===== config.mk =====
export PLATFORM = sky130hd
export DESIGN_NAME = sio_baud_gen
export DESIGN_NICKNAME = d
export VERILOG_FILES = /design/src/rtl/sio_baud_pkg.sv /design/src/rtl/sio_div_counter.sv /design/src/rtl/sio_tx_prescale.sv /design/src/rtl/sio_xclk_sync.sv /design/src/rtl/sio_baud_gen.sv
export SDC_FILE = /design/constraint.sdc
export NUM_CORES = 1
export LEC_CHECK = 0
export CAP_MARGIN = 10
export CELL_PAD_IN_SITES_DETAIL_PLACEMENT = 1
export CELL_PAD_IN_SITES_GLOBAL_PLACEMENT = 1
export CORE_MARGIN = 8
export CORE_UTILIZATION = 35
export DETAILED_ROUTE_END_ITERATION = 16
export GPL_ROUTABILITY_DRIVEN = 1
export PLACE_DENSITY = 0.66
export SYNTH_ARGS = -nofsm -noshare
export SYNTH_HDL_FRONTEND = slang
export SYNTH_SLANG_ARGS = --single-unit

===== constraint.sdc =====
create_clock -name clk -period 3.4 [get_ports clk]
set_input_delay 0.68 -clock clk [delete_from_list [all_inputs] [get_ports clk]]
set_output_delay 0.68 -clock clk [all_outputs]
set_load 0.05 [all_outputs]

===== src/rtl/sio_baud_pkg.sv =====
package sio_baud_pkg;

   typedef enum logic [1:0] {
      CLK_ASYNC_X16   = 2'd0,
      CLK_ASYNC_X8    = 2'd1,
      CLK_SYNC_MASTER = 2'd2,
      CLK_SYNC_SLAVE  = 2'd3
   } clk_mode_e;

   // Direction bit matters only when synchronous; speed bit only when not.
   function automatic clk_mode_e decode_mode(input logic sync_sel,
                                             input logic fast,
                                             input logic pin_out);
      if (sync_sel)
         return pin_out ? CLK_SYNC_MASTER : CLK_SYNC_SLAVE;
      return fast ? CLK_ASYNC_X8 : CLK_ASYNC_X16;
   endfunction

endpackage


===== src/rtl/sio_div_counter.sv =====
module sio_div_counter #(
   parameter int DIV_W  = 12,
   parameter int BYTE_W = 8
) (
   input  logic              clk,
   input  logic              rst_n,
   input  logic              hi_wr,
   input  logic              lo_wr,
   input  logic [BYTE_W-1:0] wdata,
   output logic              tick
);
   localparam int HI_W = DIV_W - BYTE_W;

   logic [HI_W-1:0]  hi_stage;
   logic [DIV_W-1:0] divisor;
   logic [DIV_W-1:0] count;
   logic [DIV_W-1:0] new_div;

   assign new_div = {hi_stage, wdata};

   generate
      if (HI_W < BYTE_W) begin : g_spare_bits
         logic unused_spare_bits;
         assign unused_spare_bits = ^wdata[BYTE_W-1:HI_W];
      end
   endgenerate

   always_ff @(posedge clk or negedge rst_n) begin
      if (!rst_n) begin
         hi_stage <= '0;
         divisor  <= '0;
         count    <= '0;
      end else begin
         if (hi_wr)
            hi_stage <= wdata[HI_W-1:0];
         if (lo_wr) begin
            divisor <= new_div;
            count   <= new_div;
         end else if (count == '0) begin
            count <= divisor;
         end else begin
            count <= count - 1'b1;
         end
      end
   end

   assign tick = (count == '0);

endmodule


===== src/rtl/sio_tx_prescale.sv =====
module sio_tx_prescale #(
   parameter int PRE_W = 4
) (
   input  logic             clk,
   input  logic             rst_n,
   input  logic             clr,
   input  logic             tick,
   input  logic [PRE_W-1:0] terminal,
   output logic             pulse
);
   logic [PRE_W-1:0] phase;
   logic             at_end;

   assign at_end = (phase == terminal);

   always_ff @(posedge clk or negedge rst_n) begin
      if (!rst_n)
         phase <= '0;
      else if (clr)
         phase <= '0;
      else if (tick)
         phase <= at_end ? '0 : phase + 1'b1;
   end

   assign pulse = tick && at_end;

endmodule


===== src/rtl/sio_xclk_sync.sv =====
module sio_xclk_sync #(
   parameter int STAGES = 2
) (
   input  logic clk,
   input  logic rst_n,
   input  logic en,
   input  logic pin,
   output logic rise,
   output logic fall
);
   logic chain [STAGES];
   logic prev;

   generate
      for (genvar i = 0; i < STAGES; i++) begin : g_stage
         if (i == 0) begin : g_first
            always_ff @(posedge clk or negedge rst_n) begin
               if (!rst_n)   chain[i] <= 1'b0;
               else if (!en) chain[i] <= 1'b0;
               else          chain[i] <= pin;
            end
         end else begin : g_next
            always_ff @(posedge clk or negedge rst_n) begin
               if (!rst_n)   chain[i] <= 1'b0;
               else if (!en) chain[i] <= 1'b0;
               else          chain[i] <= chain[i-1];
            end
         end
      end
   endgenerate

   always_ff @(posedge clk or negedge rst_n) begin
      if (!rst_n)   prev <= 1'b0;
      else if (!en) prev <= 1'b0;
      else          prev <= chain[STAGES-1];
   end

   assign rise = en &&  chain[STAGES-1] && !prev;
   assign fall = en && !chain[STAGES-1] &&  prev;

endmodule


===== src/rtl/sio_baud_gen.sv =====
module sio_baud_gen
   import sio_baud_pkg::*;
#(
   parameter int DIV_W         = 12,
   parameter int BYTE_W        = 8,
   parameter int SYNC_STAGES   = 2,
   parameter int TX_RATIO_X16  = 16,
   parameter int TX_RATIO_X8   = 8,
   parameter int TX_RATIO_SYNC = 2
) (
   input  logic              clk,
   input  logic              rst_n,
   input  logic              div_hi_wr,
   input  logic              div_lo_wr,
   input  logic [BYTE_W-1:0] div_wdata,
   input  logic              sync_sel,
   input  logic              fast_async,
   input  logic              xck_dir_out,
   input  logic              xck_in,
   output logic              tx_en,
   output logic              rx_en,
   output logic              xck_out,
   output logic              xck_oe
);
   localparam int PRE_W = $clog2(TX_RATIO_X16);
   localparam logic [PRE_W-1:0] TERM_X16  = PRE_W'(TX_RATIO_X16 - 1);
   localparam logic [PRE_W-1:0] TERM_X8   = PRE_W'(TX_RATIO_X8 - 1);
   localparam logic [PRE_W-1:0] TERM_SYNC = PRE_W'(TX_RATIO_SYNC - 1);

   generate
      if (DIV_W <= BYTE_W || DIV_W > 2 * BYTE_W) begin : g_bad_div_w
         $error("sio_baud_gen: DIV_W must lie above BYTE_W and at most twice it");
      end
      if (SYNC_STAGES < 2) begin : g_bad_sync
         $error("sio_baud_gen: SYNC_STAGES must be at least 2");
      end
      if (TX_RATIO_SYNC < 2 || TX_RATIO_X8 < TX_RATIO_SYNC || TX_RATIO_X16 < TX_RATIO_X8) begin : g_bad_ratio
         $error("sio_baud_gen: transmit ratios must be ordered and at least 2");
      end
   endgenerate

   clk_mode_e        mode;
   logic             is_master;
   logic             is_slave;
   logic [PRE_W-1:0] terminal;
   logic             gen_tick;
   logic             int_tx;
   logic             ext_rise;
   logic             ext_fall;
   logic             pin_q;

   assign mode      = decode_mode(sync_sel, fast_async, xck_dir_out);
   assign is_master = (mode == CLK_SYNC_MASTER);
   assign is_slave  = (mode == CLK_SYNC_SLAVE);

   always_comb begin
      unique case (mode)
         CLK_ASYNC_X8:    terminal = TERM_X8;
         CLK_SYNC_MASTER: terminal = TERM_SYNC;
         CLK_SYNC_SLAVE:  terminal = TERM_SYNC;
         default:         terminal = TERM_X16;
      endcase
   end

   sio_div_counter #(
      .DIV_W  (DIV_W),
      .BYTE_W (BYTE_W)
   ) div_i (
      .clk   (clk),
      .rst_n (rst_n),
      .hi_wr (div_hi_wr),
      .lo_wr (div_lo_wr),
      .wdata (div_wdata),
      .tick  (gen_tick)
   );

   sio_tx_prescale #(
      .PRE_W (PRE_W)
   ) pre_i (
      .clk      (clk),
      .rst_n    (rst_n),
      .clr      (div_lo_wr),
      .tick     (gen_tick),
      .terminal (terminal),
      .pulse    (int_tx)
   );

   sio_xclk_sync #(
      .STAGES (SYNC_STAGES)
   ) sync_i (
      .clk   (clk),
      .rst_n (rst_n),
      .en    (is_slave),
      .pin   (xck_in),
      .rise  (ext_rise),
      .fall  (ext_fall)
   );

   always_ff @(posedge clk or negedge rst_n) begin
      if (!rst_n)
         pin_q <= 1'b0;
      else if (!is_master || div_lo_wr)
         pin_q <= 1'b0;
      else if (int_tx)
         pin_q <= ~pin_q;
   end

   assign tx_en   = is_slave ? ext_fall : int_tx;
   assign rx_en   = is_slave ? ext_rise : gen_tick;
   assign xck_oe  = is_master;
   assign xck_out = pin_q && is_master;

endmodule


==> results.py, run 1 <==
metrics = {
    "run_status": {
        "status": "complete, no violations",
    },
    "finish": {
        "nets": 222,
        "syn2layout_area_growth_pct": 23.0,
        "diodes": 0,
        "finalNonFillerCells": 274,
        "drive_gt1_share_pct": 13.7,
    },
    "synth": {
        "synth_cell_types": 41,
        "synth_ff_type": "dfrtp_1",
        "synth_edf_count": 0,
        "yosys.area.top_type": "dfrtp_1",
        "async_flop_share_pct": 100,
        "ys_seq_elements": 36,
        "synth.most_common_cell": "dfrtp_1",
        "ys.warnings.count": 0,
        "synth_common_cells": "dfrtp_1 (36), nand2_1 (20), inv_1 (16), o21ai_0 (14)",
        "synth_area_um2": 1810,
        "syn_avg_cell_area_um2": 10.0,
        "synth_nets": 199,
        "synthTopCellsByArea": "dfrtp_1 (50%), mux2_2 (4.4%), nand2_1 (4.2%)",
        "synth_top_area_share_pct": 49.8,
        "ys_seq_area_share_pct": 49.8,
        "synthCells": 180,
    },
    "power_and_ir_drop": {
        "vdd_drop_max_v": 0.000249,
        "p_total_w": 0.00104,
        "power_density_nw_per_um2": 469,
        "p_leak_nw": 0.971,
    },
    "cts": {
        "clk-insertion-delay-late_ns": 0.29,
        "clock-sinks": 36,
        "cts_buffer_depth": 2,
        "hold_buffers": 0,
        "post_cts_buffers": 0,
        "tritoncts": "built",
        "cts_buffers": 5,
        "post_cts_resized": 0,
        "cts.reportedPaths.clkPinSlew_ns": 0.08,
        "cts.htree.levels": 2,
        "clock-root-buffer": "clkbuf_8",
    },
    "critical_path": {
        "worstPathArrival_ns": 2.64,
        "r2r_slack_ns": 0.67,
        "path_max_fanout": 18,
        "rr_endpoint": "pin_q",
        "path_class": "register to primary output",
        "regToRegStartpoint": "div_i.count[6]",
        "critPathLaunchType": "register",
        "cp.required_ns": 2.72,
        "cp-end-kind": "primary output",
        "reg2regPathDepth": 5,
    },
    "run": {
        "drv_cap": 0,
    },
    "timing": {
        "fmax_ghz": 0.301,
        "worst-slew-pin-transition_ns": 0.512,
        "finalWorstPathRequiredPeriod_ns": 3.32,
        "rsz0062_at_grt": "false",
        "hold_viol_final": 0,
        "drv_slew": 0,
        "setup_viol": 0,
        "fin_ws_ns": 0.0803,
        "holdWs_ns": 0.468,
        "setup_tns_ns": 0,
        "finalCritPeriodShare_pct": 97.6,
        "fin_worst_skew_ns": 0.00941,
        "slew-limit-headroom_pct": 65.8,
    },
    "detailed_routing": {
        "wl_mm": 4.30,
        "ant_nets": 0,
        "vias_per_cell": 5.15,
        "vias": 1412,
        "wl_per_cell_um": 15.7,
        "drt_iter0_drc": 73,
        "route.detailed.drc": 0,
        "firstDrtPassIters": 4,
    },
    "floorplanning": {
        "placementRows": 26,
        "die_w_um": 87.9,
        "coreArea_um2": 5040,
        "die_h_um": 87.9,
        "dieArea_um2": 7720,
        "initial_core_util_pct": 35.9,
        "io_pins": 20,
    },
    "global_route": {
        "grt_pass1_wl_mm": 7.32,
        "grt_antenna_before_repair": 0,
        "grt_max_degree": 37,
        "grtUsageTotal_pct": 12.2,
        "grt_overflow": 0,
        "grt_pass1_vias": 1558,
    },
    "place": {
        "portBuffers": 19,
        "dp_hpwl_mm": 3.11,
        "dp_slack_ns": 0.229,
        "post-place-cells": 266,
        "place_congestion": 0.741,
    },
    "hold_path": {
        "hold_end": "sync_i.chain[0]",
        "min_path_type": "register to register",
        "hold_depth": 1,
        "worstHoldStart": "sync_i.chain[1]",
    },
}
-- report_power, final --
| part | leakage [nW] | switching (W) | internal (W) |
|---|---|---|---|
| clock | 0.0552 | 0.000157 | 0.000218 |
| combinational | 0.468 | 0.0000913 | 0.0000765 |
| sequential | 0.448 | 0.0000307 | 0.000469 |
| total | 0.971 | 0.000279 | 0.000763 |
-- how the worst max path moves through the flow --
stage	from	endpoint	slack, ns
floorplan	div_i.count[7]	tx_en	-0.02
global placement	sync_sel	tx_en	0.27
detailed placement	sync_sel	tx_en	0.23
CTS	div_i.count[7]	rx_en	0.06
global route	div_i.count[7]	rx_en	0.02
finish	div_i.count[6]	rx_en	0.08
-- sequential cells by signal, indices dropped and copies added, names as in the netlist --
name / flops
div_i.count: 12
div_i.divisor: 12
div_i.hi_stage: 4
pre_i.phase: 4
sync_i.chain: 2
pin_q: 1
sync_i.prev: 1
-- layout by cell type, fill, tap and decap left out, types with 2 or more instances in the layout --
cell	netlist	routed
a21oi_1	3	3
and2_1	3	3
and3_1	2	2
buf_12	0	2
buf_4	0	6
clkbuf_8	0	5
clkdlybuf4s50_1	0	17
dfrtp_1	36	36
ha_1	3	3
inv_1	16	16
mux2_2	7	7
mux2i_1	5	5
nand2_1	20	20
nand2b_1	5	5
nand3b_1	3	3
nor2_1	5	5
nor3_1	7	7
nor4_1	3	3
o21ai_0	14	13
o221ai_1	3	3
o31a_1	2	2
o31ai_1	5	5
or2_2	2	2
or4_1	3	3
xnor2_1	4	4
xor2_1	4	4
-- cell families after synthesis --
logic type | Yosys count | synth area share [%]
compound gates | 36 | 13.4
xor+xnor | 8 | 3.88
fa+ha+maj | 3 | 2.08
buf+inv | 25 | 5.67
flops | 36 | 49.8
mux | 12 | 7.13
simple gates | 60 | 18.1
-- layer usage --
layer / up-vias / share of wire, % / GRT usage, %
met2: 20 / 53 / 21.8
met3: 7 / 3.7 / 3.47
met4: 0 / 1.6 / 4.53
li1: 674 / - / -
met5: - / 0 / 0
met1: 711 / 42 / 13.2
-- worst max-delay path, cell delays in order (launching register included) --
cell and delay [ns]:
dfrtp_1 0.42, or4_1 0.68, or4_4 0.60, buf_4 0.23, o21ai_1 0.25, buf_12 0.17
-- stage by stage --
stage	instance area [um^2]	util, %
2_1_floorplan	1820	-
3_3_place_gp	2120	42.0
3_5_place_dp	2120	42.0
4_1_cts	2220	44.1
5_1_grt	2220	44.1
6_report	2220	44.1
-- layout make-up --
cell class | count | area, um^2
clock inverter | 2 | 35.0
sequential | 36 | 901
multi-input combinational | 119 | 812
inverter | 16 | 60.1
tap | 70 | 87.6
clock buffer | 6 | 72.6
fill | 560 | 2820
timing repair buffer | 25 | 255
Note: power is estimated with default switching activity, not from simulation.
==> run 2: changes to the inputs <==
ABC_CLOCK_PERIOD_IN_PS = 3400   (was unset)
==> results of run 2 <==
Same layout as run 1: the final DEF is identical, and so are final timing and power.
